**src/rtl/vfetch_pkg.sv**
```systemverilog
package vfetch_pkg;
    typedef enum logic [1:0] {
        S_IDLE      = 2'd0,
        S_NOP       = 2'd1,
        S_WAIT_RFSH = 2'd2,
        S_ROM       = 2'd3
    } vf_state_t;
endpackage

```
**src/rtl/vfetch_ctrl.sv**
```systemverilog
module vfetch_ctrl
    import vfetch_pkg::*;
#(
    parameter int DW        = 8,
    parameter int CODE_BITS = 6,
    parameter int ROW_BITS  = 3,
    parameter int RA_W      = 7,
    localparam int AW       = CODE_BITS + ROW_BITS
) (
    input  logic          clk,
    input  logic          rst_n,
    input  logic          mreq_n,
    input  logic          m1_n,
    input  logic          rfsh_n,
    input  logic          a15,
    input  logic [DW-1:0] mem_data,
    input  logic [RA_W-1:0] rfsh_addr,
    output logic [DW-1:0] cpu_data,
    output logic [DW-1:0] char_code,
    output logic [AW-1:0] rom_addr,
    output logic          load_stb,
    output logic          invert
);
    vf_state_t state, state_nx;
    logic [DW-1:0] shadow;
    logic vid_fetch, rfsh_cyc, mreq_up;

    assign vid_fetch = !m1_n && !mreq_n && a15 && rfsh_n;
    assign rfsh_cyc  = !rfsh_n && !mreq_n;
    assign mreq_up   = mreq_n && rfsh_n;

    always_comb begin
        state_nx = state;
        unique case (state)
            S_IDLE:      if (vid_fetch) state_nx = S_NOP;
            S_NOP:       if (mreq_up)   state_nx = S_WAIT_RFSH;
            S_WAIT_RFSH: if (rfsh_cyc)  state_nx = S_ROM;
            S_ROM:                      state_nx = S_IDLE;
            default:                    state_nx = S_IDLE;
        endcase
    end

    always_ff @(posedge clk or negedge rst_n) begin
        if (!rst_n) state <= S_IDLE;
        else        state <= state_nx;
    end

    always_ff @(posedge clk or negedge rst_n) begin
        if (!rst_n) begin
            shadow    <= '0;
            char_code <= '0;
            rom_addr  <= '0;
        end else begin
            if (state == S_IDLE && vid_fetch)
                shadow <= mem_data;
            if (state == S_NOP && mreq_up)
                char_code <= shadow;
            if (state == S_WAIT_RFSH && rfsh_cyc)
                rom_addr <= {char_code[CODE_BITS-1:0], rfsh_addr[ROW_BITS-1:0]};
        end
    end

    always_comb begin
        cpu_data = mem_data;
        load_stb = 1'b0;
        invert   = char_code[DW-1];
        unique case (state)
            S_NOP:   cpu_data = '0;
            S_ROM:   load_stb = 1'b1;
            default: ;
        endcase
    end
endmodule

```
**src/rtl/vfetch_shifter.sv**
```systemverilog
module vfetch_shifter #(
    parameter int DW = 8
) (
    input  logic          clk,
    input  logic          rst_n,
    input  logic          load,
    input  logic          invert,
    input  logic [DW-1:0] din,
    output logic          pix
);
    logic [DW-1:0] sreg;

    always_ff @(posedge clk or negedge rst_n) begin
        if (!rst_n)    sreg <= '0;
        else if (load) sreg <= din ^ {DW{invert}};
        else           sreg <= {sreg[DW-2:0], 1'b0};
    end

    assign pix = sreg[DW-1];
endmodule

```
**src/rtl/vfetch_top.sv**
```systemverilog
module vfetch_top #(
    parameter int DW        = 8,
    parameter int CODE_BITS = 6,
    parameter int ROW_BITS  = 3,
    parameter int RA_W      = 7,
    localparam int AW       = CODE_BITS + ROW_BITS
) (
    input  logic          clk,
    input  logic          rst_n,
    input  logic          mreq_n,
    input  logic          m1_n,
    input  logic          rfsh_n,
    input  logic          a15,
    input  logic [DW-1:0] mem_data,
    input  logic [RA_W-1:0] rfsh_addr,
    input  logic [DW-1:0] rom_data,
    output logic [DW-1:0] cpu_data,
    output logic [DW-1:0] char_code,
    output logic [AW-1:0] rom_addr,
    output logic          pix_out
);
    logic load_stb, invert;

    vfetch_ctrl #(
        .DW(DW), .CODE_BITS(CODE_BITS), .ROW_BITS(ROW_BITS), .RA_W(RA_W)
    ) u_ctrl (
        .clk(clk), .rst_n(rst_n), .mreq_n(mreq_n), .m1_n(m1_n),
        .rfsh_n(rfsh_n), .a15(a15), .mem_data(mem_data),
        .rfsh_addr(rfsh_addr), .cpu_data(cpu_data), .char_code(char_code),
        .rom_addr(rom_addr), .load_stb(load_stb), .invert(invert)
    );

    vfetch_shifter #(.DW(DW)) u_shift (
        .clk(clk), .rst_n(rst_n), .load(load_stb), .invert(invert),
        .din(rom_data), .pix(pix_out)
    );
endmodule

```
**config.mk**
```make
export PLATFORM = sky130hd
export DESIGN_NAME = vfetch_top
export DESIGN_NICKNAME = d
export VERILOG_FILES = /design/src/rtl/vfetch_pkg.sv /design/src/rtl/vfetch_ctrl.sv /design/src/rtl/vfetch_shifter.sv /design/src/rtl/vfetch_top.sv
export SDC_FILE = /design/constraint.sdc
export NUM_CORES = 1
export LEC_CHECK = 0
export BUFFER_PORTS_ARGS = -buffer_cell sky130_fd_sc_hd__buf_2
export CAP_MARGIN = 20
export CORE_AREA = 2 2 58 60
export DETAILED_ROUTE_END_ITERATION = 7
export DIE_AREA = 0 0 60 62
export PLACE_DENSITY = 0.82
export SYNTH_ARGS = -nofsm -noshare
export SYNTH_HDL_FRONTEND = slang
export SYNTH_SLANG_ARGS = --single-unit
export TNS_END_PERCENT = 20
```
**constraint.sdc**
```tcl
create_clock -name clk -period 4.3 [get_ports clk]
set_clock_uncertainty 0.2 [all_clocks]
set_input_delay 0.86 -clock clk [delete_from_list [all_inputs] [get_ports clk]]
set_output_delay 0.86 -clock clk [all_outputs]
set_load 0.02 [all_outputs]
```
; Word-level counts from Yosys, hierarchy flattened
; Cells that the tools add are included.
[op_classes]
n_eq_ne = 6
mux = 7
bitwise = 1
reduce_logical = 13
[ops]
columns = operator, n
row1 = $mux 8, 2
row2 = $logic_and 1x1->1, 8
row3 = $pmux 2 s4, 1
row4 = $xor 8x8->8, 1
row5 = $mux 2, 3
row6 = $ne 2x1->1 const B, 3
row7 = $eq 2x2->1 const B, 2
row8 = $logic_not 1->1, 3
row9 = $reduce_and 3->1, 1
row10 = $eq 2x1->1 const B, 1
row11 = $logic_not 2->1, 1
row12 = $mux 1, 1
[word_totals]
register_bits = 35
input_bits = 29
word_cells = 32

; Logic depth before layout (Yosys ltp)
; Gate-level depths: netlist (run 1).
[depth]
word_depth = 6
depth_mapped = 6
depth_no_buf = 5

; By module
; Synthesis (run 1) repeated with hierarchy kept, for this count alone.
[unflattened]
cells_unflattened = 114
hier_area_um2 = 1544.0
[by_module_without_submodules]
columns = module, n_inst, cells_per_inst, area_per_inst_um2, seq_area_each_um2
row1 = vfetch_ctrl, 1, 81, 1183.6, 675.6
row2 = vfetch_shifter, 1, 33, 360.3, 200.2

; Least setup slack after synthesis (run 1)
; OpenSTA, ideal clock, no wires.
[synth_timing]
path_kind = input-to-output
startpoint = input port mem_data[0]
endpoint = output port cpu_data[0]
arrival_time_ps = 1187
t_required_ps = 3240
setup_slack_ps = 2053
path_stages = 1
n_path_buf = 0
path_cell_list = nor2b_1
[synth_via]
elab_chain_len = 1
[synth_lines]
columns = element, line
row1 = from (decl), vfetch_top.sv:14  ; input logic [DW-1:0] mem_data,
row2 = $mux 8, vfetch_ctrl.sv:67  ; unique case (state)
row3 = to (decl), vfetch_top.sv:17  ; output logic [DW-1:0] cpu_data,
; Every way passes these cells.

; Worst setup path after layout (run 1)
[layout_timing]
startpoint = register u_ctrl.state[1]
endpoint = output port cpu_data[7]
[layout_via]
elab_chain_len = 2
[layout_lines]
columns = element, line
row1 = from (decl), vfetch_ctrl.sv:24  ; vf_state_t state, state_nx;
row2 = from (signal assigned), vfetch_ctrl.sv:45  ; else state <= state_nx;
row3 = $eq 2x1->1, vfetch_ctrl.sv:67
row4 = $mux 8, vfetch_ctrl.sv:67
; Every way passes these cells.

==> metrics.cfg, run 1 <==
[power]
clkPwrFrac_pct = 13.9
p_switching_mw = 0.466
intPower_mw = 0.811
p_per_area_nw_per_um2 = 672
pwr-share-seq_pct = 43.4
p_leak_nw = 0.989
pwr-share-comb_pct = 42.7
switching_share_pct = 36.5
ir_drop_mv = 0.320

[die]
die_x_um = 60
rows = 21
fp.dieH_um = 62
start_util_pct = 49.3
die-area_um2 = 3720
ios = 55
core_area_um2 = 3180

[route]
vias = 1003
drc = 0
wl_per_cell_um = 12.2
wl_mm = 2.59
drtAntennaViolNets = 0
vias_per_cell = 4.71
drt-pass1-iter-count = 4
drt_iter0_drc = 25

[global_routing]
antenna_found_initial = 0
first_global_vias = 891
grt_pass1_wl_mm = 4.02
grt_start_max_net_pins = 36
grt_overflow = 0
grtUsageTotal_pct = 15.1

[sta]
fmax_mhz = 385
rsz0062_at_grt = false
slew_violations = 0
fin_crit_sh_pct = 60.4
hold_violations = 0
relSlewSlack_pct = 50.8
max_slew.worst_pin.slew_ns = 0.737
setup_viol = 0
period_needed_ns = 2.60
setup-tns-final_ns = 0

[clocking]
cts_setup_buffers = 0
insertion_delay_ns = 0.33
ctsResizeCount = 0
cts_root_buf = clkbuf_4
clockBufferDepth = 2
path_clk_slew_ns = 0.10
htree_levels = 2
cts_tree = done
cts_made_buffers = 5
cts.sinks = 35
cts_hold_buf = 0

[finish]
syn_to_final_growth_pct = 21.3
final_cell_count_no_fill = 213
mostFrequentLayoutCells = 50 x buf_2, 35 x dfrtp_1, 20 x mux2_2
drive_above_1_share_pct = 52.1
mostFrequentLayoutCell = buf_2
layout.nets = 200
n_antenna_cell = 0

[placed_design]
dp.cells = 206
place_congestion = 0.716
port-buffer-count = 50
dpl.hpwl_mm = 1.90

[synth]
syn_area_per_cell_um2 = 13.6
synth_seq_cells = 35
yosysUniqueCellTypes = 22
syn_area_um2 = 1570
netlist_instances = 115
synth_fp_nets = 148
ys_seq_area_share_pct = 55.9
ys.warnings.count = 0

[outcome]
outcome = finished, final reports clean

[worst_setup_path]
r2r_cells = 4
cp.arrival_ns = 1.54
worstSetupEndpointType = output port
path_class = flip-flop to output port
start_kind = flip-flop
crit_required_ns = 3.24
cp_max_fo = 12

[run]
cap_violations = 0

[worst_hold_path]
hold_class = flip-flop to flip-flop
hold_depth = 1

[cell families (layout without fill, tap and decap cells)]
family	after synthesis	after routing	synth area share [%]
AO/OA/AOI/OAI	10	10	3.91
adder cells (fa/ha/maj)	4	4	3.19
XOR/XNOR	8	8	4.47
flip-flops	35	35	55.9
multiplexers	28	28	22.0
AND/OR/NAND/NOR	21	21	7.42
buffers and inverters	9	61	3.11
[area by class of cell]
type                    instances  area [um2]
flip-flops and latches         35         876
repair buffers                 51         258
clock buffers                   6        51.3
fillers                       249        1280
inverters                       3        11.3
well taps                      46        57.6
multi-input cells              71         643
clock inverters                 1        5.00
[Yosys cell counts]
library cell,count,share of area (%)
dfrtp_1,35,56
mux2_2,20,14
a21oi_1,8,2.6
mux2_4,8,7.7
nor2b_1,8,3.2
nor2_1,7,1.7
xnor2_1,7,3.9
ha_1,4,3.2
buf_2,3,0.96
inv_1,3,0.72
a211oi_2,1,0.80
a2bb2oi_1,1,0.56
and2_1,1,0.40
buf_4,1,0.48
buf_6,1,0.72
clkbuf_1,1,0.24
nand2_1,1,0.24
nand3_1,1,0.32
nand4bb_1,1,0.72
nor3b_1,1,0.48
or2_1,1,0.40
xor2_1,1,0.56
[routing by layer]
| metal | track usage [%] | vias up | part of all wire (%) |
|---|---|---|---|
| met2 | 24.1 | 30 | 47 |
| met4 | 6.67 | 0 | 2.1 |
| met5 | 0 | - | 0 |
| met1 | 18.5 | 475 | 45 |
| li1 | - | 492 | - |
| met3 | 5.59 | 6 | 5.6 |
[critical path: stages (launching register included)]
cell and delay (ns):
dfrtp_1 0.42, inv_1 0.09, ha_1 0.43, nor2b_1 0.10, buf_2 0.17
[sequential cells by signal, indices dropped and copies added (netlist names)]
| name | flops |
|---|---|
| u_ctrl.state | 2 |
| u_ctrl.shadow | 8 |
| u_shift.sreg | 8 |
| u_ctrl.char_code | 8 |
| u_ctrl.rom_addr | 9 |
[per-stage QoR]
| step | setup WS (ns) | power, mW | cell area (um2) | hold slack (ns) | util [%] |
|---|---|---|---|---|---|
| 3_5_place_dp | 1.96 | 1.11 | 1850 | 0.289 | 58.0 |
| 5_1_grt | 1.60 | 1.37 | 1900 | 0.328 | 59.8 |
| 3_3_place_gp | 1.99 | 1.08 | 1850 | 0.276 | 58.0 |
| 6_report | 1.70 | 1.28 | 1900 | 0.308 | 59.8 |
| 2_1_floorplan | 2.05 | 0.957 | 1570 | 0.266 | - |
| 4_1_cts | 1.67 | 1.29 | 1900 | 0.314 | 59.8 |
[worst paths after layout]
check | startpoint | end | slack (ns)
max | u_ctrl.state[1] | cpu_data[7] | 1.70
min | u_ctrl.rom_addr[4] | u_ctrl.rom_addr[4] | 0.31
max reg2reg | u_ctrl.state[1] | u_ctrl.char_code[0] | 2.21
min reg2reg | u_ctrl.rom_addr[4] | u_ctrl.rom_addr[4] | 0.31
max in group asynchronous | rst_n | u_ctrl.rom_addr[1] | 3.05
min in group asynchronous | rst_n | u_shift.sreg[5] | 0.38
[power groups by stage]
stage | combinational, mW | clock (mW) | sequential, mW
floorplan | 0.344 | 0 | 0.613
global placement | 0.532 | 0 | 0.549
detailed placement | 0.551 | 0 | 0.562
CTS | 0.552 | 0.184 | 0.555
global route | 0.602 | 0.195 | 0.575
finish | 0.546 | 0.178 | 0.554
(Power assumes the default switching activity.)
==> inputs of run 2 (changes only) <==
- CORE_AREA: 2 2 58 60 -> 2 2 60 62
- DIE_AREA: 0 0 60 62 -> 0 0 62 64
- PLACE_DENSITY: 0.82 -> 0.77
- clock period: 4.3 -> 2.6 ns (I/O delays scaled with it)
==> run 2 against run 1 <==
Core utilization down 1.2 points. Combinational power rose by 68%. Global-route usage rose by 1.2 points. Sequential share of layout area decreased by 0.60 points. Critical path type unchanged. Via count is 2.0% higher. Count of clock-buffer cells in the layout shrank 1. Register-to-register slack worse by 1.7 ns. Setup slack worse by 1.4 ns. Final cell count rose by 0.47%. First-iteration DRC count increased by 88%. Critical path depth stayed put. Non-clock buffer count stayed put.
==> metrics.cfg, run 2 (synthesis gave the netlist of run 1 again) <==
[outcome]
outcome = finished, final reports clean  ; unchanged

[die]
die_x_um = 62  ; was 60 um
fp.dieH_um = 64  ; was 62 um
core_area_um2 = 3280  ; was 3180 um2
start_util_pct = 47.7  ; was 49.3%
ios = 55  ; unchanged
rows = 21  ; unchanged
die-area_um2 = 3970  ; was 3720 um2

[placed_design]
dpl.hpwl_mm = 2.07  ; was 1.90 mm
port-buffer-count = 50  ; unchanged
place_congestion = 0.700  ; was 0.716
place_area_um2 = 1850  ; unchanged

[power]
clkPwrFrac_pct = 17.6  ; was 13.9%
p_switching_mw = 0.801  ; was 0.466 mW
p_leak_nw = 1.00  ; was 0.989 nW
pwr-share-seq_pct = 41.0  ; was 43.4%
pwr-share-comb_pct = 41.4  ; was 42.7%
p_per_area_nw_per_um2 = 1150  ; was 672 nW/um2
ir_drop_mv = 0.509  ; was 0.320 mV
intPower_mw = 1.42  ; was 0.811 mW
switching_share_pct = 36.1  ; was 36.5%

[finish]
drive_above_1_share_pct = 52.4  ; was 52.1%
syn_to_final_growth_pct = 22.9  ; was 21.3%
mostFrequentLayoutCell = buf_2  ; unchanged
fin_area_um2 = 1930  ; was 1900 um2
layout.nets = 200  ; unchanged
fillerInstances = 265  ; was 249
n_antenna_cell = 0  ; unchanged
largest_register_ffs = 9  ; unchanged
regMostFlops = u_ctrl.rom_addr  ; unchanged
mostFrequentLayoutCells = 50 x buf_2, 35 x dfrtp_1, 20 x mux2_2  ; unchanged

[worst_setup_path]
crit_required_ns = 1.88  ; was 3.24 ns
path_cells = inv_1 > ha_1 > nor2b_1 > buf_2  ; unchanged
r2r_end = u_ctrl.state[1]  ; was u_ctrl.char_code[0]
crit_end = cpu_data[5]  ; was cpu_data[7]
critPathMaxStageDelay_ns = 0.44  ; was 0.43 ns
slowest_stage = ha_1  ; unchanged
critPathLaunch = u_ctrl.state[1]  ; unchanged
cp.arrival_ns = 1.56  ; was 1.54 ns
path_class = flip-flop to output port  ; unchanged
ff2ff_setup_slack_ns = 0.49  ; was 2.21 ns
cp_num_cells = 4  ; unchanged
r2r_cells = 5  ; was 4
path_buf_inv = 2  ; unchanged
reg2reg_from = u_ctrl.state[1]  ; unchanged
cp_max_fo = 12  ; unchanged
cp_top_family = adder cells  ; unchanged
start_kind = flip-flop  ; unchanged
worstSetupEndpointType = output port  ; unchanged

[route]
wl_per_cell_um = 13.0  ; was 12.2 um
drtAntennaViolNets = 0  ; unchanged
drt_iter0_drc = 47  ; was 25
drc = 0  ; unchanged
vias_per_cell = 4.78  ; was 4.71
wl_mm = 2.79  ; was 2.59 mm
drt-pass1-iter-count = 4  ; unchanged
vias = 1023  ; was 1,003

[sta]
relSlewSlack_pct = 50.9  ; was 50.8%
setup-tns-final_ns = 0  ; unchanged
hold_violations = 0  ; unchanged
fmax_mhz = 438
rsz0062_at_grt = false  ; unchanged
fin_crit_sh_pct = 87.7
setup_viol = 0  ; unchanged
period_needed_ns = 2.28
max_slew.worst_pin.slew_ns = 0.737  ; about the same
slew_violations = 0  ; unchanged

[global_routing]
grt_pass1_wl_mm = 4.66  ; was 4.02 mm
grt_overflow = 0  ; unchanged
grt_use_met2_pct = 26.0  ; was 24.1%
gr-usage-met1_pct = 18.7  ; was 18.5%
first_global_vias = 1074  ; was 891
gr-max-usage-layer = met2  ; unchanged
grt_start_max_net_pins = 36  ; unchanged
grt_use_met3_pct = 4.25  ; was 5.59%
grtUsageTotal_pct = 16.3  ; was 15.1%
antenna_found_initial = 0  ; unchanged

[clocking]
cts_hold_buf = 0  ; unchanged
ctsResizeCount = 0  ; unchanged
cts_setup_buffers = 0  ; unchanged
htree_levels = 2  ; unchanged
insertion_delay_ns = 0.35  ; was 0.33 ns
cts.sinks = 35  ; unchanged
cts_root_buf = clkbuf_4  ; unchanged
path_clk_slew_ns = 0.12  ; was 0.10 ns
cts_tree = done  ; unchanged
clockBufferDepth = 2  ; unchanged
cts_made_buffers = 5  ; unchanged

[worst_hold_path]
hold_class = input port to asynchronous set/reset pin  ; was flip-flop to flip-flop

[run]
cap_violations = 0  ; unchanged

-- run 2: changes by cell type in the layout (fill, tap and decap cells not counted), sizes merged --
cell and change:
clkbuf -1, bufinv +1, clkinv +1
-- run 2: cell type report --
cell class / instances / area [um2] / share of cell area [%]
inverter: 3 / 11.3 / 0.584
tap: 46 / 57.6 / 2.99
clock inverter: 3 / 43.8 / 2.27
multi-input combinational: 71 / 643 / 33.4
sequential: 35 / 876 / 45.5
clock buffer: 5 / 37.5 / 1.95
timing repair buffer: 51 / 258 / 13.4
-- run 2: power groups by stage --
stage	Sequential [mW]	Combinational, mW	Clock (mW)
after detailed placement	0.923	0.934	0
after CTS	0.912	0.935	0.401
after global routing	0.941	1.02	0.426
after global placement	0.908	0.883	0
after floorplan	1.01	0.569	0
final	0.910	0.919	0.390
-- run 2: worst min path at each step --
stage,from,end,slack [ns],cells past startpoint
6_report,rst_n,u_ctrl.shadow[0],0.02,1
5_1_grt,rst_n,u_ctrl.rom_addr[2],0.09,1
4_1_cts,rst_n,u_ctrl.shadow[0],0.04,1
3_5_place_dp,u_shift.sreg[3],u_shift.sreg[4],0.29,2
3_3_place_gp,u_shift.sreg[1],u_shift.sreg[2],0.27,2
2_1_floorplan,rst_n,u_ctrl.char_code[0],0.02,0
-- run 2: routing by layer --
layer,wire [um],part of all wire [%]
met1,1160,42
met2,1380,49
met3,150,5.4
met4,94,3.4
met5,0,0
-- run 2: worst register-to-register path: stages (launching register included) --
cell and delay, ns:
dfrtp_1 0.40, inv_1 0.08, ha_1 0.34, mux2_2 0.34, a211oi_2 0.27, mux2_2 0.37
-- run 2: per-stage QoR --
stage                     power (mW)  util, %  setup WS (ns)  std cells  hold slack [ns]
after CTS                       2.25     58.7          0.275        214           0.0441
after floorplan                 1.58        -          0.789        115           0.0244
after global placement          1.79     56.2          0.538        206            0.274
after detailed placement        1.86     56.2          0.432        206            0.286
after global routing            2.38     58.7          0.179        214           0.0917
final                           2.22     58.7          0.319        214           0.0180
==> inputs of run 3 (changes only) <==
- CORE_AREA: 2 2 60 62 -> 2 2 59 61
- CTS_BUF_LIST: default -> sky130_fd_sc_hd__clkbuf_2
- DIE_AREA: 0 0 62 64 -> 0 0 61 63
- PLACE_DENSITY: 0.77 -> 0.8
==> run 3 against run 2 <==
Register-to-register slack worse by 0.02 ns. Clock power down 37%. Hold slack better by 0.14 ns. Die area down 3.2%. Sequential power about the same. Core utilization up 0.063 points. Routed wire length up 1.7%. First-iteration DRC count down 43%. Critical path type unchanged. Highest routed layer unchanged.
==> metrics.cfg, run 3 (synthesis gave the netlist of run 1 again) <==
[power]
p_per_area_nw_per_um2 = 1090  ; was 1150 nW/um2
p_leak_nw = 0.989  ; was 1.00 nW
ir_drop_mv = 0.438  ; was 0.509 mV

[placed_design]
place_congestion = 0.742  ; was 0.700
pre_cts_slack_ns = 0.482  ; was 0.432 ns
port-buffer-count = 50  ; unchanged
dpl.hpwl_mm = 2.09  ; was 2.07 mm
dp.cells = 206  ; unchanged

[die]
die_x_um = 61  ; was 62 um
rows = 21  ; unchanged
start_util_pct = 48.5  ; was 47.7%
ios = 55  ; unchanged
fp.dieH_um = 63  ; was 64 um
die-area_um2 = 3840  ; was 3970 um2
core_area_um2 = 3230  ; was 3280 um2

[worst_setup_path]
r2r_cells = 4  ; was 5
worstSetupEndpointType = output port  ; unchanged
cp_max_fo = 12  ; unchanged
reg2reg_from = u_ctrl.state[1]  ; unchanged
critPathLaunch = u_ctrl.state[1]  ; unchanged
ff2ff_setup_slack_ns = 0.47  ; was 0.49 ns
crit_required_ns = 1.88  ; about the same
crit_end = cpu_data[4]  ; was cpu_data[5]
path_class = flip-flop to output port  ; unchanged
r2r_end = u_ctrl.char_code[6]  ; was u_ctrl.state[1]
start_kind = flip-flop  ; unchanged
cp.arrival_ns = 1.60  ; was 1.56 ns

[run]
cap_violations = 0  ; unchanged

[sta]
slew_violations = 0  ; unchanged
layout_setup_ws_ns = 0.277  ; was 0.319 ns
fin_worst_hold_slack_ns = 0.161  ; was 0.0180 ns
hold_violations = 0  ; unchanged
max_slew.worst_pin.slew_ns = 0.747  ; was 0.737 ns
setup-tns-final_ns = 0  ; unchanged
fin_crit_sh_pct = 89.4  ; was 87.7%
relSlewSlack_pct = 50.2  ; was 50.9%
rsz0062_at_grt = false  ; unchanged
fmax_mhz = 430  ; was 438 MHz
setup_viol = 0  ; unchanged
period_needed_ns = 2.32  ; was 2.28 ns

[global_routing]
antenna_found_initial = 0  ; unchanged
grt_pass1_wl_mm = 4.71  ; was 4.66 mm
grtUsageTotal_pct = 16.6  ; was 16.3%
grt_overflow = 0  ; unchanged
first_global_vias = 1148  ; was 1,074
grt_start_max_net_pins = 36  ; unchanged

[finish]
regMostFlops = u_ctrl.rom_addr  ; unchanged
mostFrequentLayoutCell = buf_2  ; unchanged
final_cell_count_no_fill = 215  ; was 214
largest_register_ffs = 9  ; unchanged
mostFrequentLayoutCells = 50 x buf_2, 35 x dfrtp_1, 20 x mux2_2  ; unchanged
syn_to_final_growth_pct = 21.1  ; was 22.9%
layout.nets = 201  ; was 200
n_antenna_cell = 0  ; unchanged
fillerInstances = 270  ; was 265
drive_above_1_share_pct = 52.1  ; was 52.4%

[route]
wl_mm = 2.83  ; was 2.79 mm
vias_per_cell = 4.76  ; was 4.78
drc = 0  ; unchanged
drtAntennaViolNets = 0  ; unchanged
drt_iter0_drc = 27  ; was 47
vias = 1024  ; was 1,023
wl_per_cell_um = 13.2  ; was 13.0 um
drt-pass1-iter-count = 4  ; unchanged

[clocking]
ctsResizeCount = 0  ; unchanged
clockBufferDepth = 2  ; unchanged
htree_levels = 2  ; unchanged
cts_hold_buf = 1  ; was 0
cts_setup_buffers = 0  ; unchanged
cts_made_buffers = 5  ; unchanged
insertion_delay_ns = 0.37  ; was 0.35 ns
cts_root_buf = clkbuf_2  ; was clkbuf_4
path_clk_slew_ns = 0.18  ; was 0.12 ns
cts.sinks = 35  ; unchanged
cts_tree = done  ; unchanged

[worst_hold_path]
hold_class = input port to flip-flop  ; was input port to asynchronous set/reset pin

[outcome]
outcome = finished, final reports clean  ; unchanged

## run 3: cell count changes in the layout (fill, tap and decap cells not counted)
cell,previous run,this run
clkinv_4,1,0
bufinv_16,1,0
clkbuf_2,0,6
dlygate4sd3_1,0,1
clkinvlp_4,0,1
clkbuf_4,5,0
## run 3: area by class of cell
class	count	area [um2]	area share [%]
sequential	35	876	46.1
multi-input combinational	71	643	33.9
timing repair buffer	52	268	14.1
tap	46	57.6	3.03
clock buffer	6	30.0	1.58
clock inverter	2	12.5	0.659
inverter	3	11.3	0.593
## run 3: through the flow
stage	utilization (%)	area, um2	total power [mW]
floorplan	-	1570	1.58
global placement	57.1	1850	1.79
detailed placement	57.1	1850	1.85
CTS	58.7	1900	2.10
global route	58.7	1900	2.23
finish	58.7	1900	2.08
## run 3: power by group
group	switching, mW	leakage [nW]	internal (mW)
combinational	0.480	0.519	0.440
sequential	0.134	0.441	0.776
clock	0.177	0.0290	0.0687
## run 3: worst min-delay path by stage
stage | from | end | slack, ns | cells after the start
floorplan | rst_n | u_ctrl.char_code[0] | 0.02 | 0
CTS | rfsh_addr[0] | u_ctrl.rom_addr[0] | 0.13 | 2
detailed placement | u_shift.sreg[5] | u_shift.sreg[6] | 0.29 | 2
global placement | u_shift.sreg[1] | u_shift.sreg[2] | 0.27 | 2
finish | rfsh_addr[0] | u_ctrl.rom_addr[0] | 0.16 | 2
global route | rfsh_addr[0] | u_ctrl.rom_addr[0] | 0.13 | 2
## run 3: critical path: stages (launching register included)
cell,delay (ns)
dfrtp_1,0.44
inv_1,0.10
ha_1,0.43
nor2b_1,0.10
buf_2,0.17
## run 3: layer usage
metal / wire, um / vias to the layer above / share of wire, % / track usage, %
met4: 35 / 0 / 1.2 / 7.61
met3: 142 / 4 / 5.0 / 5.18
met2: 1420 / 35 / 50 / 27.6
met1: 1230 / 495 / 44 / 18.8
li1: - / 490 / - / -
met5: 0 / - / 0 / 0
